===== src/rtl/mbx_pkg.sv =====
package mbx_pkg;
  // Status byte bit positions seen by the host
  localparam int ST_OUT_FULL = 0;
  localparam int ST_IN_FULL  = 1;
  localparam int ST_BUSY     = 2;
  localparam int ST_CMD      = 3;
  localparam int ST_BURST    = 4;

  typedef enum logic [1:0] {
    HIT_NONE = 2'd0,
    HIT_DATA = 2'd1,
    HIT_CMD  = 2'd2
  } port_hit_e;
endpackage


===== src/rtl/mbx_decode.sv =====
module mbx_decode #(
  parameter int ADDR_W = 16,
  parameter logic [ADDR_W-1:0] DATA_PORT = 16'h0062,
  parameter int PORT_GAP = 4
) (
  input  logic [ADDR_W-1:0] addr,
  output mbx_pkg::port_hit_e hit
);
  localparam logic [ADDR_W-1:0] CMD_PORT = DATA_PORT + ADDR_W'(PORT_GAP);

  always_comb begin
    if (addr == DATA_PORT)     hit = mbx_pkg::HIT_DATA;
    else if (addr == CMD_PORT) hit = mbx_pkg::HIT_CMD;
    else                       hit = mbx_pkg::HIT_NONE;
  end
endmodule


===== src/rtl/mbx_inreg.sv =====
module mbx_inreg #(
  parameter int DW = 8,
  parameter bit CMD_CHANNEL = 1'b0
) (
  input  logic          clk,
  input  logic          rst,
  input  logic          wr_en,
  input  logic          wr_is_cmd,
  input  logic [DW-1:0] wr_data,
  input  logic          busy,
  input  logic          loc_rd,
  output logic [DW-1:0] in_byte,
  output logic          in_full,
  output logic          is_cmd,
  output logic          ev_wr,
  output logic          ev_drop
);
  logic accept;

  generate
    if (CMD_CHANNEL) begin : g_cmd_only
      assign accept = wr_en && wr_is_cmd && !busy;
    end else begin : g_shared
      assign accept = wr_en && !(wr_is_cmd && busy);
    end
  endgenerate

  wire drop = wr_en && !accept;

  always_ff @(posedge clk) begin
    if (rst) begin
      in_byte <= '0;
      in_full <= 1'b0;
      is_cmd  <= 1'b0;
      ev_wr   <= 1'b0;
      ev_drop <= 1'b0;
    end else begin
      ev_wr   <= accept;
      ev_drop <= drop;
      if (accept) begin
        in_byte <= wr_data;
        is_cmd  <= wr_is_cmd;
        in_full <= 1'b1;
      end else if (drop || loc_rd) begin
        in_full <= 1'b0;
      end
    end
  end
endmodule


===== src/rtl/mbx_outreg.sv =====
module mbx_outreg #(
  parameter int DW = 8
) (
  input  logic          clk,
  input  logic          rst,
  input  logic          loc_wr,
  input  logic [DW-1:0] loc_data,
  input  logic          host_take,
  output logic [DW-1:0] out_byte,
  output logic          out_full,
  output logic          ev_rd
);
  always_ff @(posedge clk) begin
    if (rst) begin
      out_byte <= '0;
      out_full <= 1'b0;
      ev_rd    <= 1'b0;
    end else begin
      ev_rd <= host_take;
      if (loc_wr) begin
        out_byte <= loc_data;
        out_full <= 1'b1;
      end else if (host_take) begin
        out_full <= 1'b0;
      end
    end
  end
endmodule


===== src/rtl/host_mailbox_chan.sv =====
module host_mailbox_chan #(
  parameter int ADDR_W = 16,
  parameter int DW = 8,
  parameter logic [ADDR_W-1:0] DATA_PORT = 16'h0062,
  parameter int PORT_GAP = 4,
  parameter bit CMD_CHANNEL = 1'b0
) (
  input  logic              clk,
  input  logic              rst,
  input  logic [ADDR_W-1:0] host_addr,
  input  logic              host_wr,
  input  logic              host_rd,
  input  logic [DW-1:0]     host_wdata,
  output logic [DW-1:0]     host_rdata,
  input  logic              loc_rd_in,
  output logic [DW-1:0]     loc_in_byte,
  output logic              loc_is_cmd,
  output logic              loc_in_full,
  input  logic              loc_wr_out,
  input  logic [DW-1:0]     loc_out_data,
  output logic              loc_out_full,
  input  logic              loc_set_busy,
  input  logic              loc_clr_busy,
  output logic              loc_busy,
  output logic              ev_host_wr,
  output logic              ev_host_rd,
  output logic              ev_drop
);
  mbx_pkg::port_hit_e hit;
  logic [DW-1:0] out_byte;
  logic [DW-1:0] status;

  mbx_decode #(.ADDR_W(ADDR_W), .DATA_PORT(DATA_PORT), .PORT_GAP(PORT_GAP)) u_dec (
    .addr(host_addr), .hit(hit)
  );

  wire wr_hit   = host_wr && (hit != mbx_pkg::HIT_NONE);
  wire rd_data  = host_rd && (hit == mbx_pkg::HIT_DATA);
  wire rd_stat  = host_rd && (hit == mbx_pkg::HIT_CMD);

  mbx_inreg #(.DW(DW), .CMD_CHANNEL(CMD_CHANNEL)) u_in (
    .clk(clk), .rst(rst),
    .wr_en(wr_hit), .wr_is_cmd(hit == mbx_pkg::HIT_CMD), .wr_data(host_wdata),
    .busy(loc_busy), .loc_rd(loc_rd_in),
    .in_byte(loc_in_byte), .in_full(loc_in_full), .is_cmd(loc_is_cmd),
    .ev_wr(ev_host_wr), .ev_drop(ev_drop)
  );

  mbx_outreg #(.DW(DW)) u_out (
    .clk(clk), .rst(rst),
    .loc_wr(loc_wr_out), .loc_data(loc_out_data), .host_take(rd_data),
    .out_byte(out_byte), .out_full(loc_out_full), .ev_rd(ev_host_rd)
  );

  always_comb begin
    status = '0;
    status[mbx_pkg::ST_OUT_FULL] = loc_out_full;
    status[mbx_pkg::ST_IN_FULL]  = loc_in_full;
    status[mbx_pkg::ST_BUSY]     = loc_busy;
    status[mbx_pkg::ST_CMD]      = loc_is_cmd;
    status[mbx_pkg::ST_BURST]    = 1'b0;
  end

  always_ff @(posedge clk) begin
    if (rst) begin
      loc_busy   <= 1'b0;
      host_rdata <= '0;
    end else begin
      if (loc_set_busy)      loc_busy <= 1'b1;
      else if (loc_clr_busy) loc_busy <= 1'b0;
      if (rd_data)           host_rdata <= out_byte;
      else if (rd_stat)      host_rdata <= status;
    end
  end
endmodule


===== config.mk =====
export PLATFORM = sky130hd
export DESIGN_NAME = host_mailbox_chan
export DESIGN_NICKNAME = d
export VERILOG_FILES = /design/src/rtl/mbx_pkg.sv /design/src/rtl/mbx_decode.sv /design/src/rtl/mbx_inreg.sv /design/src/rtl/mbx_outreg.sv /design/src/rtl/host_mailbox_chan.sv
export SDC_FILE = /design/constraint.sdc
export NUM_CORES = 1
export LEC_CHECK = 0
export ABC_AREA = 1
export BUFFER_PORTS_ARGS = -buffer_cell sky130_fd_sc_hd__buf_2
export CAP_MARGIN = 20
export CORE_ASPECT_RATIO = 0.5
export CORE_UTILIZATION = 46
export DETAILED_ROUTE_END_ITERATION = 7
export HOLD_SLACK_MARGIN = 0.06
export PLACE_DENSITY = 0.89
export SLEW_MARGIN = 20
export SYNTH_ARGS = -nofsm -noshare
export SYNTH_HDL_FRONTEND = slang
export SYNTH_HIERARCHICAL = 1
export SYNTH_SLANG_ARGS = --single-unit

===== constraint.sdc =====
create_clock -name clk -period 2.08 [get_ports clk]
set_input_delay 0.312 -clock clk [delete_from_list [all_inputs] [get_ports clk]]
set_output_delay 0.312 -clock clk [all_outputs]
set_load 0.05 [all_outputs]

==> results of run 1 <==
[cell families after synthesis]
logic type      Yosys count
flops                    31
compound gates           29
simple gates            104
buf+inv                  36
[worst max-delay path by stage]
stage,startpoint,to,depth (start not counted),slack [ps]
2_1_floorplan,host_addr[7],u_in/in_byte[0],11,370
3_3_place_gp,host_addr[0],u_in/in_full,11,370
3_5_place_dp,host_addr[9],u_in/in_byte[6],12,240
4_1_cts,host_addr[9],u_in/in_byte[6],12,540
5_1_grt,host_addr[13],u_in/in_byte[3],12,390
6_report,host_addr[9],u_in/in_byte[6],12,520
[state kept, by name (all words and copies together) (netlist names)]
| name | flops |
|---|---|
| host_rdata | 8 |
| u_in/in_byte | 8 |
| u_out/out_byte | 8 |
| loc_busy | 1 |
| u_in/ev_drop | 1 |
| u_in/ev_wr | 1 |
| u_in/in_full | 1 |
| u_in/is_cmd | 1 |
| u_out/ev_rd | 1 |
| u_out/out_full | 1 |
[synth_stat cells]
master	count	area, µm²
a21oi_1	9	45.0
a21oi_2	10	87.6
buf_4	1	7.51
buf_6	2	22.5
buf_8	1	15.0
clkbuf_1	1	3.75
clkinv_1	1	3.75
dfxtp_1	31	621
inv_1	27	101
inv_2	3	11.3
nand2_1	43	161
nand2_2	1	6.26
nand2_4	1	11.3
nand3_1	13	65.1
nand3_2	1	10.0
nand4_1	3	18.8
nor2_1	39	146
nor2_2	1	6.26
nor2_4	1	11.3
nor3_2	1	10.0
o21a_1	1	7.51
o21ai_0	9	45.0
[stage by stage]
stage	hold slack [ps]	cells	util, %	setup slack [ps]
floorplan	374	200	-	370
global placement	447	297	64.0	372
detailed placement	453	297	64.0	243
CTS	236	305	67.0	536
global route	257	305	67.0	389
finish	240	305	67.0	516
[worst max-delay path, stage by stage]
cell,delay (ps)
buf_2,100
inv_1,50
nand2_1,50
nor2_1,90
nand2_1,90
nor2_1,210
inv_2,100
nor2_1,250
nand2_4,230
nand3_1,130
nand2_1,60
nor2_1,110
[final cells by class]
cell class	instances	area, µm²	share of cell area [%]
Timing Repair Buffer	65	345	18.7
Sequential cell	31	621	33.7
Clock buffer	7	76.3	4.14
Inverter	31	116	6.32
Clock inverter	1	5.00	0.272
Tap cell	37	46.3	2.51
Multi-Input combinational cell	133	632	34.3
[layer usage]
metal	GRT usage, %	wire length, µm
met1	19.9	1360
met2	37.3	1630
met3	6.67	189
met4	8.04	12
met5	0	0
[power breakdown]
part	switching (mW)	internal (mW)
clock network	0.200	0.234
registers	0.00862	0.607
logic	0.0565	0.0440
total	0.266	0.885
==> impl_metrics.env, run 1 <==
export IMPL_outcome="finished clean"
export IMPL_core_mm2=0.00275
export IMPL_grt_usage_pct=19.1
export IMPL_dieHeight_um=41.3
export IMPL_synth_seq_area_share_pct=43.8
export IMPL_layout_common_cells="62 x buf_2, 43 x nand2_1, 39 x nor2_1, 31 x dfxtp_1, 27 x inv_1"
export IMPL_required_ps=2290
export IMPL_grt_pass1_wl_um=4520
export IMPL_syn_cell_area_mm2=0.00142
export IMPL_max_cap_violations=0
export IMPL_diodes=0
export IMPL_cts_hold_buf=0
export IMPL_dr_total_vias=1438
export IMPL_routabilityCongestion=0.804
export IMPL_r2r_start="loc_busy"
export IMPL_synthMuxAreaShare_pct=0
export IMPL_synth_adder_area_share_pct=0
export IMPL_critPathKind="input pin to register"
export IMPL_io_buffers=62
export IMPL_syn_avg_cell_area_um2=7.09
export IMPL_clk_pin_slew_worst_paths_ps=60
export IMPL_grt_antenna_before_repair=0
export IMPL_slew_headroom_pct=76.4
export IMPL_cts_root_buf="clkbuf_8"
export IMPL_synthesis_nets=240
export IMPL_cts_sinks=31
export IMPL_final_cell_area_mm2=0.00184
export IMPL_cts_htree_levels=2
export IMPL_fin_crit_sh_pct=75.2
export IMPL_r2r_worst_path_cells=4
export IMPL_final_common_cell="buf_2"
export IMPL_die_w_um=80.5
export IMPL_hold_violations=0
export IMPL_synth_seq_cells=31
export IMPL_wirelength_um=3200
export IMPL_drtPass1Iterations=4
export IMPL_setup_viol=0
export IMPL_grt_pass1_vias=1142
export IMPL_power_leakage_nw=0.959
export IMPL_drt_iter0_markers=63
export IMPL_rsz0062_at_grt="no"
export IMPL_holdPathEnd="loc_busy"
export IMPL_min_period_ps=1560
export IMPL_grt_max_degree=20
export IMPL_syn_inst=200
export IMPL_synth_compound_area_share_pct=13.1
export IMPL_yosys_area_share_simple_pct=31.5
export IMPL_cts_resized=0
export IMPL_ff2ff_setup_slack_ps=1090
export IMPL_worstMarginPinSlew_ps=354
export IMPL_synth_xor_area_share_pct=0
export IMPL_ant_nets=0
export IMPL_synth_top_family_by_area="simple AND/OR/NAND/NOR gates"
export IMPL_numCtsBuffers=5
export IMPL_drive_above_1_share_pct=33.6
export IMPL_crit_arrival_ps=1770
export IMPL_final_max_slew_violation_count=0
export IMPL_io_pins=63
export IMPL_startpoint_type="input pin"
export IMPL_wire_per_inst_um=10.5
export IMPL_dieArea_mm2=0.00332
export IMPL_regToRegEndpoint="u_in/in_byte[6]"
export IMPL_drc_errors=0
export IMPL_postCtsSetupBuffers=0
export IMPL_maxClockFrequency_mhz=640
export IMPL_cp_max_fo=19
export IMPL_final_nets=307
export IMPL_power_density_mw_per_mm2=625
export IMPL_placed_area_mm2=0.00176
export IMPL_clock_latency_ps=270
export IMPL_cts_buffer_depth=2
export IMPL_min_delay_start="loc_set_busy"
export IMPL_synth_cell_type_count=22
export IMPL_end_kind="register"
export IMPL_syn_to_final_growth_pct=29.9
export IMPL_drt_vias_per_instance=4.71
export IMPL_skew_ps=6.19
export IMPL_cts_tree="yes"
export IMPL_start_util_pct=51.6
export IMPL_setup_tns_ps=0
export IMPL_power_mw=1.15
export IMPL_grt_overflow=0
export IMPL_peakVddDrop_v=0.000380
export IMPL_min_path_type="input pin to register"
export IMPL_num_rows=13
export IMPL_nFillCells=249
export IMPL_hold_depth=3
export IMPL_yosys_warnings=6
export IMPL_place_hpwl_um=2460
Note: power is estimated with default switching activity, not from simulation.
==> inputs of run 2 (changes only) <==
- ABC_AREA: 1 -> 0
- clock period: 2.08 -> 1.6 ns (I/O delays scaled with it)
==> run 2 against run 1 <==
  * The run now ends with negative setup slack left
  * Cell area up 13%
  * Highest routed layer unchanged
  * Non-clock buffer count up 8
  * Die area down 1.4%
  * Critical path type unchanged
==> impl_metrics.env, run 2 <==
export IMPL_post_synth_top_area_cell="dfxtp_1"
export IMPL_min_delay_start="loc_out_data[1]"
export IMPL_drt_vias_per_instance=5.38
export IMPL_min_path_type="input pin to register"
export IMPL_nFillCells=154
export IMPL_syn_cell_area_mm2=0.00140
export IMPL_crit_arrival_ps=2070
export IMPL_cts_tree="yes"
export IMPL_cts_root_buf="clkbuf_8"
export IMPL_cp_max_fo=6
export IMPL_required_ps=1790
export IMPL_synth_adder_area_share_pct=0
export IMPL_placed_cells=237
export IMPL_grt_usage_pct=23.2
export IMPL_end_kind="register"
export IMPL_startpoint_type="input pin"
export IMPL_grt_pass1_vias=1145
export IMPL_rsz0062_at_grt="yes"
export IMPL_synthDominantCellAreaShare_pct=44.4
export IMPL_hold_violations=0
export IMPL_synthesis_nets=181
export IMPL_die_w_um=79.9
export IMPL_dieHeight_um=41.0
export IMPL_grt_use_met3_pct=9.11
export IMPL_num_rows=13
export IMPL_peakVddDrop_v=0.000912
export IMPL_cts_buffer_depth=2
export IMPL_yosys_warnings=6
export IMPL_synth_top_family_by_area="simple AND/OR/NAND/NOR gates"
export IMPL_whs_ps=194
export IMPL_maxClockFrequency_mhz=532
export IMPL_outcome="finished, violations left"
export IMPL_synth_edf_count=0
export IMPL_setup_viol=22
export IMPL_timing_final_ws_setup_ps=-279
export IMPL_synth_xor_area_share_pct=2.33
export IMPL_stdcell_count=252
export IMPL_synth_seq_cells=31
export IMPL_cts_htree_levels=2
export IMPL_synthTopCellsByArea="dfxtp_1 44%, mux2i_1 11%, nand2b_1 9.0%"
export IMPL_placed_area_mm2=0.00174
export IMPL_setup_tns_ps=-4640
export IMPL_final_max_slew_violation_count=0
export IMPL_drive_above_1_share_pct=53.5
export IMPL_ff2ff_setup_slack_ps=570
export IMPL_place_hpwl_um=2290
export IMPL_layout_common_cells="60 x buf_2, 31 x dfxtp_1, 18 x nand2b_1, 16 x mux2i_1, 10 x nor2_1"
export IMPL_power_density_mw_per_mm2=843
export IMPL_synth_cell_type_count=34
export IMPL_top_usage_layer="met2"
export IMPL_io_buffers=62
export IMPL_synth_compound_area_share_pct=11.6
export IMPL_diodes=0
export IMPL_regToRegEndpoint="u_in/in_full"
export IMPL_dieArea_mm2=0.00327
export IMPL_r2r_worst_path_cells=3
export IMPL_final_cell_area_mm2=0.00208
export IMPL_io_pins=63
export IMPL_slew_headroom_pct=56.7
export IMPL_min_period_ps=1880
export IMPL_syn_inst=141
export IMPL_synth_ff_type="dfxtp_1"
export IMPL_synthMuxAreaShare_pct=11.5
export IMPL_ant_nets=0
export IMPL_final_nets=254
export IMPL_synth_seq_area_share_pct=44.4
export IMPL_grt_antenna_before_repair=0
export IMPL_grt_pass1_wl_um=5330
export IMPL_grt_use_met1_pct=26.1
export IMPL_numCtsBuffers=5
export IMPL_synthTopCellsByCount="31 x dfxtp_1, 20 x nand2b_1, 16 x mux2i_1"
export IMPL_synth_async_reset_ratio_pct=0
export IMPL_max_cap_violations=0
export IMPL_drt_iter0_markers=92
export IMPL_cts_sinks=31
export IMPL_clock_latency_ps=290
export IMPL_worstMarginPinSlew_ps=649
export IMPL_hold_depth=3
export IMPL_holdPathEnd="u_out/out_byte[1]"
export IMPL_yosysMostFrequentCell="dfxtp_1"
export IMPL_violations="negative setup slack"
export IMPL_reg_largest_list="host_rdata (8), u_in/in_byte (8), u_out/out_byte (8)"
export IMPL_clk_pin_slew_worst_paths_ps=60
export IMPL_syn_avg_cell_area_um2=9.90
export IMPL_wirelength_um=4280
export IMPL_critPathKind="input pin to register"
export IMPL_wire_per_inst_um=17.0
export IMPL_dr_total_vias=1357
export IMPL_grt_overflow=0
export IMPL_final_common_cell="buf_2"
export IMPL_yosys_area_share_simple_pct=23.4
export IMPL_power_leakage_nw=0.994
export IMPL_routabilityCongestion=0.775
export IMPL_grt_max_degree=39
export IMPL_fin_crit_sh_pct=117
export IMPL_drtPass1Iterations=4
export IMPL_start_util_pct=51.1
export IMPL_skew_ps=4.62
export IMPL_cts_hold_buf=0
export IMPL_drc_errors=0
export IMPL_core_mm2=0.00273
export IMPL_r2r_start="loc_busy"
export IMPL_syn_to_final_growth_pct=49.3
export IMPL_use_met2_pct=41.0
-- run 2: changes by cell type in the layout (fill, tap and decap cells not counted), sizes merged, moves of 5 or more --
cell / before / now
a21oi: 19 / 10
nand2: 45 / 11
inv: 30 / 6
mux2i: 0 / 16
nor2: 41 / 11
o21ai: 9 / 4
nand3: 14 / 0
nand2b: 0 / 20
buf: 65 / 73
-- run 2: worst max path at each step --
stage	from	to	slack [ps]	cells after the start
global route	host_addr[8]	host_rdata[1]	-300	8
CTS	host_addr[8]	u_in/in_byte[3]	-180	8
finish	host_addr[15]	host_rdata[1]	-280	8
global placement	host_addr[12]	u_in/in_byte[3]	-450	8
floorplan	host_addr[12]	u_in/in_byte[0]	-390	7
detailed placement	host_addr[12]	u_in/in_byte[6]	-550	8
-- run 2: metal layers --
layer / part of all wire, % / wire (µm)
met1: 41 / 1750
met2: 50 / 2130
met3: 6.2 / 265
met4: 3.1 / 134
met5: 0 / 0
-- run 2: final cells by class --
cell class	instances	area, µm²	share of cell area [%]
Clock inverter	2	35.0	1.68
Sequential cell	31	621	29.8
Clock buffer	6	82.6	3.96
Tap cell	37	46.3	2.22
Multi-Input combinational cell	96	821	39.4
Timing Repair Buffer	73	440	21.1
Timing Repair inverter	1	11.3	0.540
Inverter	6	27.5	1.32
-- run 2: repair_timing --
| action | CTS | global route |
|---|---|---|
| gates cloned | 1 | 0 |
| pin swaps | 9 | 5 |
| buffers inserted | 3 | 3 |
| setup endpoints to repair | 20 | 21 |
| resized for setup | 19 | 20 |
-- run 2: logic make-up (layout without fill, tap and decap cells) --
group                  after synthesis  count (layout)
AO/OA/AOI/OAI                       25              25
AND/OR/NAND/NOR                     53              53
buffers and inverters               14              88
flip-flops                          31              31
XOR/XNOR                             2               2
multiplexers                        16              16
-- run 2: report_power, final --
group	switching [mW]	leakage, nW	internal (mW)
sequential	0.0175	0.252	0.787
clock	0.298	0.0612	0.503
combinational	0.0793	0.681	0.0717
-- run 2: critical path, stage by stage --
cell and delay [ps]:
buf_2 110, or4b_4 530, nor4_4 400, buf_6 190
nand3b_4 190, buf_4 130, nand2_1 60, a311oi_2 210
-- run 2: per-stage QoR --
step	utilization [%]	setup slack, ps	total power [mW]
2_1_floorplan	-	-386	0.886
3_3_place_gp	63.8	-447	0.938
3_5_place_dp	63.8	-546	0.942
4_1_cts	72.3	-184	1.75
5_1_grt	76.3	-297	1.81
6_report	76.3	-279	1.76
==> inputs of run 3 (changes only) <==
- CORE_MARGIN: default -> 3
==> run 3 against run 2 <==
  * The flow still finishes with violations (negative setup slack)
  * Global-route usage fell by 2.9 points
  * Utilization increased by 3.9 points
  * Final cell count increased by 2.4%
  * Worst setup slack got worse by 15 ps
  * Critical endpoint is now host_rdata[0]
  * Largest power group unchanged
  * Highest routed layer unchanged
==> impl_metrics.env, run 3 (synthesized netlist as in run 2, its figures left out) <==
export IMPL_cts_hold_buf=0
export IMPL_max_cap_violations=0
export IMPL_cts_sinks=31
export IMPL_grt_pass1_wl_um=5860
export IMPL_drive_above_1_share_pct=53.8
export IMPL_rsz0062_at_grt="yes"
export IMPL_power_leakage_nw=1.02
export IMPL_cts_root_buf="clkbuf_8"
export IMPL_setup_viol=22
export IMPL_p_seq_share_pct=48.8
export IMPL_stdcell_count=258
export IMPL_required_ps=1790
export IMPL_intPower_mw=1.26
export IMPL_drc_errors=0
export IMPL_numCtsBuffers=5
export IMPL_io_buffers=62
export IMPL_clock_latency_ps=290
export IMPL_grt_use_met3_pct=7.10
export IMPL_cp_startpoint="host_addr[12]"
export IMPL_cts_tree="yes"
export IMPL_wire_per_inst_um=16.8
export IMPL_cts_htree_levels=2
export IMPL_maxClockFrequency_mhz=528
export IMPL_r2r_worst_path_cells=3
export IMPL_drtPass1Iterations=4
export IMPL_layout_common_cells="57 x buf_2, 31 x dfxtp_1, 19 x nand2b_1, 16 x mux2i_1, 12 x buf_6"
export IMPL_dieHeight_um=45.0
export IMPL_fin_crit_sh_pct=118
export IMPL_end_kind="register"
export IMPL_startpoint_type="input pin"
export IMPL_p_comb_share_pct=9.5
export IMPL_min_period_ps=1890
export IMPL_critPathKind="input pin to register"
export IMPL_die_w_um=83.9
export IMPL_multiInputGateArea_um2=825
export IMPL_regToRegEndpoint="u_in/in_full"
export IMPL_clk_pin_slew_worst_paths_ps=70
export IMPL_min_delay_start="loc_set_busy"
export IMPL_cp_common_cell="buf_6"
export IMPL_power_mw=1.64
export IMPL_io_pins=63
export IMPL_worstMarginPinSlew_ps=639
export IMPL_r2r_start="loc_busy"
export IMPL_crit_arrival_ps=2090
export IMPL_outcome="finished, violations left"
export IMPL_dr_total_vias=1358
export IMPL_reg_largest_list="host_rdata (8), u_in/in_byte (8), u_out/out_byte (8)"
export IMPL_peakVddDrop_v=0.000726
export IMPL_max_stage_delay_ps=550
export IMPL_grt_usage_pct=20.3
export IMPL_final_util_pct=80.2
export IMPL_dp_slack_ps=-546
export IMPL_crit_end="host_rdata[0]"
export IMPL_ff2ff_setup_slack_ps=540
export IMPL_routabilityCongestion=0.697
export IMPL_violations="negative setup slack"
export IMPL_grt_antenna_before_repair=0
export IMPL_hold_violations=0
export IMPL_wirelength_um=4340
export IMPL_seq_area_um2=621
export IMPL_crit_slowest_cell="or4b_4"
export IMPL_ant_nets=0
export IMPL_clockPowerShare_pct=41.7
export IMPL_slew_headroom_pct=57.4
export IMPL_cts_buffer_depth=2
export IMPL_placed_cells=236
export IMPL_drt_iter0_markers=48
export IMPL_diodes=0
export IMPL_crit_chain="buf_6 > or4b_4 > nor4_4 > buf_6 > buf_12 > xnor2_4 > nor2_4 > a311oi_2"
export IMPL_min_path_type="input pin to register"
export IMPL_drt_vias_per_instance=5.26
export IMPL_place_hpwl_um=2220
export IMPL_grt_pass1_vias=1274
export IMPL_grt_max_degree=39
export IMPL_num_rows=13
export IMPL_grt_use_met1_pct=23.3
export IMPL_switching_share_pct=23.6
export IMPL_dieArea_mm2=0.00377
export IMPL_p_sw_mw=0.387
export IMPL_final_common_cell="buf_2"
export IMPL_timing_final_ws_setup_ps=-294
export IMPL_skew_ps=8.05
export IMPL_core_mm2=0.00273
export IMPL_cp_max_fo=5
export IMPL_nFillCells=146
export IMPL_syn_to_final_growth_pct=56.9
export IMPL_power_density_mw_per_mm2=750
export IMPL_start_util_pct=51.1
export IMPL_grt_overflow=0
export IMPL_final_max_slew_violation_count=0
export IMPL_use_met2_pct=35.1
export IMPL_final_nets=260
export IMPL_top_usage_layer="met2"
run 3: area by class of cell:
type | instances | area share [%]
tap | 37 | 2.11
timing repair inverter | 1 | 0.286
sequential | 31 | 28.3
multi-input combinational | 96 | 37.6
timing repair buffer | 79 | 25.7
inverter | 6 | 1.37
clock buffer | 8 | 4.57
run 3: worst max-delay path, delay by kind of cell:
| family | cells | cell delay [ps] |
|---|---|---|
| AOI/OAI and AO/OA | 1 | 260 |
| xor gates and xnor gates | 1 | 160 |
| and+or+nand+nor | 3 | 1020 |
| buffers and inverters | 3 | 400 |
run 3: worst min-delay path by stage:
stage                          endpoint  slack, ps  depth (start not counted)
after global placement         loc_busy        440                          3
after global routing           loc_busy        200                          3
final                          loc_busy        180                          3
after CTS                      loc_busy        180                          3
after detailed placement  host_rdata[7]        450                          2
after floorplan                loc_busy        360                          2
run 3: per-layer routing:
metal | wire length (µm) | vias up
met5 | 0 | -
met4 | 146 | 0
met3 | 295 | 15
met2 | 2140 | 55
met1 | 1760 | 643
li1 | - | 645
run 3: repair_timing:
action,CTS,global route
buffers inserted,6,6
cloned,1,1
endpoints found under the setup margin,20,21
pin swaps,14,6
resized for setup,22,21
run 3: per-stage QoR:
stage	area (µm²)	hold WS, ps	TNS [ps]
finish	2190	175	-5490
global route	2190	196	-6210
CTS	2000	181	-2960
detailed placement	1740	455	-10010
global placement	1740	444	-9060
floorplan	1400	357	-5250
run 3: power by group through the flow:
stage | Combinational (mW) | Sequential [mW] | Clock, mW
2_1_floorplan | 0.0618 | 0.824 | 0
3_3_place_gp | 0.124 | 0.814 | 0
3_5_place_dp | 0.127 | 0.814 | 0
4_1_cts | 0.140 | 0.799 | 0.680
5_1_grt | 0.167 | 0.804 | 0.728
6_report | 0.156 | 0.802 | 0.684
